==> src/rtl/imgflt_pkg.sv <==
package imgflt_pkg;
    localparam int WORD_W = 32;
    localparam int PIX_W  = 8;
    localparam int NPIX   = 9;
    localparam int CODE_W = 10;
    localparam int CFG_W  = 3;
    localparam int SUM_W  = 14;

    typedef logic [PIX_W-1:0] pix_t;

    typedef enum logic [CFG_W-1:0] {
        F_GAUSS  = 3'd0,
        F_MEAN   = 3'd1,
        F_DIAG   = 3'd2,
        F_SOBEL  = 3'd3,
        F_MEDIAN = 3'd4
    } fsel_e;

    // per-tap control of one adder/subtractor stage
    typedef struct packed {
        logic       en;
        logic       neg;
        logic [1:0] shamt;
    } tap_t;

    typedef struct packed {
        logic [CFG_W-1:0] sel;
    } state_t;

    // signed kernel weight of tap i on channel a (chan_b=0) or b (chan_b=1)
    function automatic int tap_weight(fsel_e f, logic chan_b, int i);
        int w;
        w = 0;
        case (f)
            F_GAUSS: if (!chan_b) w = (i == 4) ? 4 : ((i % 2) == 1 ? 2 : 1);
            F_MEAN:  if (!chan_b) w = 1;
            F_DIAG: begin
                if (!chan_b) begin
                    case (i)
                        1, 2, 5: w = 1;
                        3, 6, 7: w = -1;
                        default: w = 0;
                    endcase
                end else begin
                    case (i)
                        0, 1, 3: w = -1;
                        5, 7, 8: w = 1;
                        default: w = 0;
                    endcase
                end
            end
            F_SOBEL: begin
                if (!chan_b) begin
                    case (i)
                        0, 6:    w = -1;
                        2, 8:    w = 1;
                        3:       w = -2;
                        5:       w = 2;
                        default: w = 0;
                    endcase
                end else begin
                    case (i)
                        0, 2:    w = -1;
                        6, 8:    w = 1;
                        1:       w = -2;
                        7:       w = 2;
                        default: w = 0;
                    endcase
                end
            end
            default: w = 0;
        endcase
        return w;
    endfunction

    function automatic tap_t to_tap(int w);
        tap_t t;
        int   m;
        m       = (w < 0) ? -w : w;
        t.en    = (w != 0);
        t.neg   = (w < 0);
        t.shamt = (m == 4) ? 2'd2 : ((m == 2) ? 2'd1 : 2'd0);
        return t;
    endfunction
endpackage

==> src/rtl/imgflt_addsub.sv <==
module imgflt_addsub #(
    parameter int W = 14
) (
    input  logic [W-1:0] a,
    input  logic [W-1:0] b,
    input  logic         sub,
    output logic [W-1:0] y
);
    always_comb begin
        y = sub ? (a - b) : (a + b);
    end
endmodule

==> src/rtl/imgflt_wsum.sv <==
module imgflt_wsum
    import imgflt_pkg::*;
#(
    parameter int N = 9,
    parameter int W = 14
) (
    input  pix_t [N-1:0] pix,
    input  tap_t [N-1:0] taps,
    output logic [W-1:0] sum
);
    logic [W-1:0] acc  [0:N];
    logic [W-1:0] term [0:N-1];

    assign acc[0] = '0;

    for (genvar i = 0; i < N; i++) begin : g_tap
        always_comb begin
            term[i] = '0;
            if (taps[i].en)
                term[i] = W'({pix[i]} << taps[i].shamt);
        end

        imgflt_addsub #(.W(W)) u_as (
            .a   (acc[i]),
            .b   (term[i]),
            .sub (taps[i].neg),
            .y   (acc[i+1])
        );
    end

    assign sum = acc[N];
endmodule

==> src/rtl/imgflt_cmpx.sv <==
module imgflt_cmpx #(
    parameter int W = 8
) (
    input  logic [W-1:0] a,
    input  logic [W-1:0] b,
    output logic [W-1:0] lo,
    output logic [W-1:0] hi
);
    logic a_gt;
    always_comb begin
        a_gt = (a > b);
        lo   = a_gt ? b : a;
        hi   = a_gt ? a : b;
    end
endmodule

==> src/rtl/imgflt_median.sv <==
module imgflt_median
    import imgflt_pkg::*;
#(
    parameter int N = 9
) (
    input  pix_t [N-1:0] pix,
    output pix_t         med
);
    // odd-even transposition sort, N stages
    pix_t stg [0:N][0:N-1];

    for (genvar j = 0; j < N; j++) begin : g_in
        assign stg[0][j] = pix[j];
    end

    for (genvar s = 0; s < N; s++) begin : g_stage
        for (genvar j = 0; j < N; j++) begin : g_lane
            if (((j % 2) == (s % 2)) && (j + 1 < N)) begin : g_cx
                imgflt_cmpx #(.W(PIX_W)) u_cx (
                    .a  (stg[s][j]),
                    .b  (stg[s][j+1]),
                    .lo (stg[s+1][j]),
                    .hi (stg[s+1][j+1])
                );
            end else if (!((j >= 1) && (((j - 1) % 2) == (s % 2)))) begin : g_pass
                assign stg[s+1][j] = stg[s][j];
            end
        end
    end

    assign med = stg[N][N/2];
endmodule

==> src/rtl/merged_filter_unit.sv <==
module merged_filter_unit
    import imgflt_pkg::*;
#(
    parameter logic [9:0] BASE_CODE = 10'd164,
    parameter int         MEAN_MUL  = 7282,
    parameter int         MEAN_SH   = 16
) (
    input  logic        clk,
    input  logic        rst_n,
    input  logic [9:0]  op_code,
    input  logic [31:0] stk_w0,
    input  logic [31:0] stk_w1,
    input  logic [31:0] stk_w2,
    output logic [31:0] result
);
    localparam logic [CODE_W-1:0] CFG_CODE = BASE_CODE + 10'd1;
    localparam int PROD_W   = SUM_W + $clog2(MEAN_MUL + 1);
    localparam int GAUSS_SH = 4;
    localparam int MAG_W    = SUM_W + 1;

    state_t state_d, state_q;
    logic   run_hit, cfg_hit;
    logic [CFG_W-1:0] cfg_q;

    pix_t [NPIX-1:0] pix;
    tap_t [NPIX-1:0] taps_a, taps_b;
    fsel_e           act;

    logic [SUM_W-1:0]  sum_a, sum_b;
    logic [SUM_W-1:0]  abs_a, abs_b;
    logic [MAG_W-1:0]  mag;
    logic [PROD_W-1:0] prod;
    pix_t              med, filt;

    // operation decode
    assign run_hit = (op_code == BASE_CODE);
    assign cfg_hit = (op_code == CFG_CODE);

    // pixel unpacking, row-major
    for (genvar k = 0; k < NPIX; k++) begin : g_unpack
        if (k < 4) begin : g_w0
            assign pix[k] = stk_w0[PIX_W*k +: PIX_W];
        end else if (k < 8) begin : g_w1
            assign pix[k] = stk_w1[PIX_W*(k-4) +: PIX_W];
        end else begin : g_w2
            assign pix[k] = stk_w2[PIX_W-1:0];
        end
    end

    // selector to active filter; unused encodings fall back to Gaussian
    always_comb begin
        case (state_q.sel)
            3'd1:    act = F_MEAN;
            3'd2:    act = F_DIAG;
            3'd3:    act = F_SOBEL;
            3'd4:    act = F_MEDIAN;
            default: act = F_GAUSS;
        endcase
    end

    // per-tap steering of the shared adder/subtractor chains
    always_comb begin
        for (int i = 0; i < NPIX; i++) begin
            taps_a[i] = to_tap(tap_weight(act, 1'b0, i));
            taps_b[i] = to_tap(tap_weight(act, 1'b1, i));
        end
    end

    imgflt_wsum #(.N(NPIX), .W(SUM_W)) u_chan_a (
        .pix  (pix),
        .taps (taps_a),
        .sum  (sum_a)
    );

    imgflt_wsum #(.N(NPIX), .W(SUM_W)) u_chan_b (
        .pix  (pix),
        .taps (taps_b),
        .sum  (sum_b)
    );

    imgflt_median #(.N(NPIX)) u_median (
        .pix (pix),
        .med (med)
    );

    // post-processing and output select
    always_comb begin
        abs_a = sum_a[SUM_W-1] ? (~sum_a + 1'b1) : sum_a;
        abs_b = sum_b[SUM_W-1] ? (~sum_b + 1'b1) : sum_b;
        mag   = {1'b0, abs_a} + {1'b0, abs_b};
        prod  = PROD_W'(sum_a) * PROD_W'(MEAN_MUL);
        case (act)
            F_MEAN:   filt = prod[MEAN_SH +: PIX_W];
            F_DIAG,
            F_SOBEL:  filt = (mag > MAG_W'(255)) ? 8'hFF : mag[PIX_W-1:0];
            F_MEDIAN: filt = med;
            default:  filt = sum_a[GAUSS_SH +: PIX_W];
        endcase
        result = run_hit ? {{(WORD_W-PIX_W){1'b0}}, filt} : '0;
    end

    // next state
    always_comb begin
        state_d = state_q;
        if (cfg_hit)
            state_d.sel = stk_w0[CFG_W-1:0];
    end

    always_ff @(posedge clk or negedge rst_n) begin
        if (!rst_n)
            state_q <= '0;
        else
            state_q <= state_d;
    end

    assign cfg_q = state_q.sel;

    logic unused_bits;
    assign unused_bits = ^{stk_w2[WORD_W-1:PIX_W], stk_w0[WORD_W-1:CFG_W] & 29'd0,
                           prod, sum_b, mag};
endmodule

==> config.mk <==
export PLATFORM = sky130hd
export DESIGN_NAME = merged_filter_unit
export DESIGN_NICKNAME = d
export VERILOG_FILES = /design/src/rtl/imgflt_pkg.sv /design/src/rtl/imgflt_addsub.sv /design/src/rtl/imgflt_wsum.sv /design/src/rtl/imgflt_cmpx.sv /design/src/rtl/imgflt_median.sv /design/src/rtl/merged_filter_unit.sv
export SDC_FILE = /design/constraint.sdc
export NUM_CORES = 1
export LEC_CHECK = 0
export ABC_AREA = 1
export CORE_UTILIZATION = 36
export DETAILED_ROUTE_END_ITERATION = 8
export GPL_TIMING_DRIVEN = 0
export PLACE_DENSITY = 0.49
export SLEW_MARGIN = 25
export SYNTH_ARGS = -nofsm -noshare
export SYNTH_HDL_FRONTEND = slang
export SYNTH_SLANG_ARGS = --single-unit
==> constraint.sdc <==
create_clock -name clk -period 51.1 [get_ports clk]
set_input_delay 7.665 -clock clk [delete_from_list [all_inputs] [get_ports clk]]
set_output_delay 7.665 -clock clk [all_outputs]
set_load 0.05 [all_outputs]
==> flow_summary.toml, run 1 <==
[timing]
setup_tns_ps = 0
worst_pin_slew_ps = 968
fmax_ghz = 0.0288
skew_ps = 0
setup_violations = 0
final.setup.worst_slack_ps = 16330
min_period_ps = 34770
hold_viol_final = 0
grt_setup_unrepaired = "false"
slew_headroom = 0.352
timing.final.crit_share = 0.680
finalMaxSlewViolations = 0

[logic_synthesis]
synth_compound_area_frac = 0.128
yosysTopAreaCellShare = 0.236
syn_area_per_cell_sq_um = 5.77
synth_top_family_by_area = "simple AND/OR/NAND/NOR gates"
synth_area_sq_um = 25800
synth.area.top_cells = "ha_1 (24%), nand3_1 (16%), nand2_1 (15%)"
ys_seq_elements = 3
synth_xor_area_frac = 0.0612
async_flop_share = 1.00
yosysTopAreaCell = "ha_1"
synthCells = 4464
ys_types = 56
synth-main-ff-cell = "dfrtp_1"
synthMuxAreaShare = 0
yosysSeqAreaShare = 0.00291
yosysWarnings = 0
synth_edf_count = 0
synthSimpleGateAreaFrac = 0.417
synth_fa_ha_area_frac = 0.278

[critical_path]
crit_required_ps = 43430
cp-start-kind = "primary input"
crit_fanout = 10
cp_slowest_cell = "clkdlybuf4s50_1"
worstSetupEndpointType = "output pin"
cp.arrival_ps = 27110
worstSetupPathType = "in2out"
r2r_cells = 2
max_stage_delay_ps = 860
crit_top_cell = "nand2_1"

[place]
dpl_worst_slack_ps = 16400
dp_hpwl_microns = 87900
io_buffers = 91
place.gp.congestion = 0.955

[cells_and_area]
mostFrequentLayoutCells = "nand2_1 (1,062), nand3_1 (817), inv_1 (618), ha_1 (487), nor2_1 (301)"
layout_commonest_cell = "nand2_1"
nets = 5241
antenna_cells = 0
largest_reg_flops = 3
area_growth_pct = 8.98
drive_gt1_frac = 0.0209

[route]
first_iter_violations = 2150
vias_per_cell = 5.28
wl_microns = 98900
ant_nets = 0
wl_per_cell_microns = 17.9
vias = 29200
dr.pass1.iters = 5
route.detailed.drc = 0

[clocking]
cts-htree-levels = 1
ctsHoldBuffers = 0
clk_latency_ps = 230
cts.sinks = 3
numCtsBuffers = 3
clock_path_buffers = 2
post_cts_buffers = 0
cts.clk_slew.worst_paths_ps = 30
cts_resized = 0
cts-root-buf = "clkbuf_16"
cts_tree = "done"

[run_status]
status = "finished clean"

[die]
fp.dieW_microns = 270
core_sq_um = 70400
start_util = 0.366
die-area_sq_um = 72700
die_h_microns = 270
ios = 140
fp-row-count = 97

[global_routing]
grt_antenna_before_repair = 0
grt_pass1_vias = 27600
grt_overflow = 0
grt_pass1_wl_microns = 152000
grt_usage = 0.264
grt_max_degree = 13

[worst_hold_path]
hold_path_class = "reg2reg"
hold_depth = 2

[run]
maxCapViolCount = 0
==> path summary, 6_finish.rpt <==
path | start | to | slack, ps
max | stk_w1[30] | result[7] | 16330
min | cfg_q[0]$_DFFE_PN0N_ | cfg_q[0]$_DFFE_PN0N_ | 650
min in group asynchronous | rst_n | cfg_q[0]$_DFFE_PN0N_ | 7630
min reg2reg | cfg_q[0]$_DFFE_PN0N_ | cfg_q[0]$_DFFE_PN0N_ | 650
max in group asynchronous | rst_n | cfg_q[2]$_DFFE_PN0N_ | 43320
max reg2reg | cfg_q[1]$_DFFE_PN0N_ | cfg_q[1]$_DFFE_PN0N_ | 50300
==> per-layer routing <==
layer | up-vias | GRT usage | wire length (microns)
met5 | - | 0 | 0
met4 | 0 | 0.0609 | 2620
met3 | 101 | 0.0178 | 4850
met2 | 738 | 0.450 | 44700
met1 | 13300 | 0.361 | 46700
li1 | 15100 | - | -
==> critical path: cells and delay by family <==
family | cells | cell delay (ps)
and+or+nand+nor | 37 | 5490
adders and majority gates | 9 | 2490
AOI/OAI and AO/OA | 15 | 5190
buffers and inverters | 18 | 6250
==> cells in the mapped netlist (12+ instances only) <==
cell / n
o21bai_1: 13
xor2_1: 125
or2_2: 22
a21oi_1: 264
a31oi_1: 12
a211oi_1: 18
clkbuf_1: 63
fa_1: 54
nand4_1: 40
xnor2_1: 55
and2_1: 116
nand2_1: 1062
o21ai_0: 143
o22ai_1: 32
nor3_1: 26
a21o_1: 14
nor2_1: 301
inv_1: 618
nand3_1: 817
ha_1: 487
o21a_1: 22
buf_4: 27
==> final cells by class <==
cell class / instances / area [sq um]
repair buffers: 91 / 911
well taps: 940 / 1180
flip-flops and latches: 3 / 75.1
fillers: 8157 / 42300
clock buffers: 4 / 78.8
plain buffers: 108 / 531
inverters: 627 / 2350
multi-input cells: 3758 / 23000
==> kinds of logic (layout without fill, tap and decap cells) <==
logic type / after synthesis / count (layout)
other: 2 / 34
adder cells (fa/ha/maj): 541 / 541
flip-flops: 3 / 3
AND/OR/NAND/NOR: 2420 / 2420
AO/OA/AOI/OAI: 583 / 583
XOR/XNOR: 180 / 180
buffers and inverters: 735 / 830
==> through the flow <==
step,instance area [sq um],util,cells,hold WS (ps)
floorplan,25900,-,4496,515
CTS,28100,0.399,5531,621
global route,28100,0.399,5531,646
detailed placement,28000,0.398,5527,612
global placement,28000,0.398,5527,594
finish,28100,0.399,5531,648
Power of run 1 is not shown: default switching activity piles up to over one toggle a cycle in this logic, so the estimate is an artifact.
==> run 2, diff against run 1 <==
==> constraint.sdc (replaced) <==
create_clock -name clk -period 34.5 [get_ports clk]
set_input_delay 5.175 -clock clk [delete_from_list [all_inputs] [get_ports clk]]
set_output_delay 5.175 -clock clk [all_outputs]
set_load 0.05 [all_outputs]
==> results of run 2 <==
The final DEF is identical to that of run 1. Status: finished clean.
Main changes from that run: setup slack after placement 16400 ps -> 4780 ps; setup slack after layout 16330 ps -> 4710 ps; register-to-register setup slack 50300 ps -> 33700 ps
Power of run 2 is left out for the same reason.
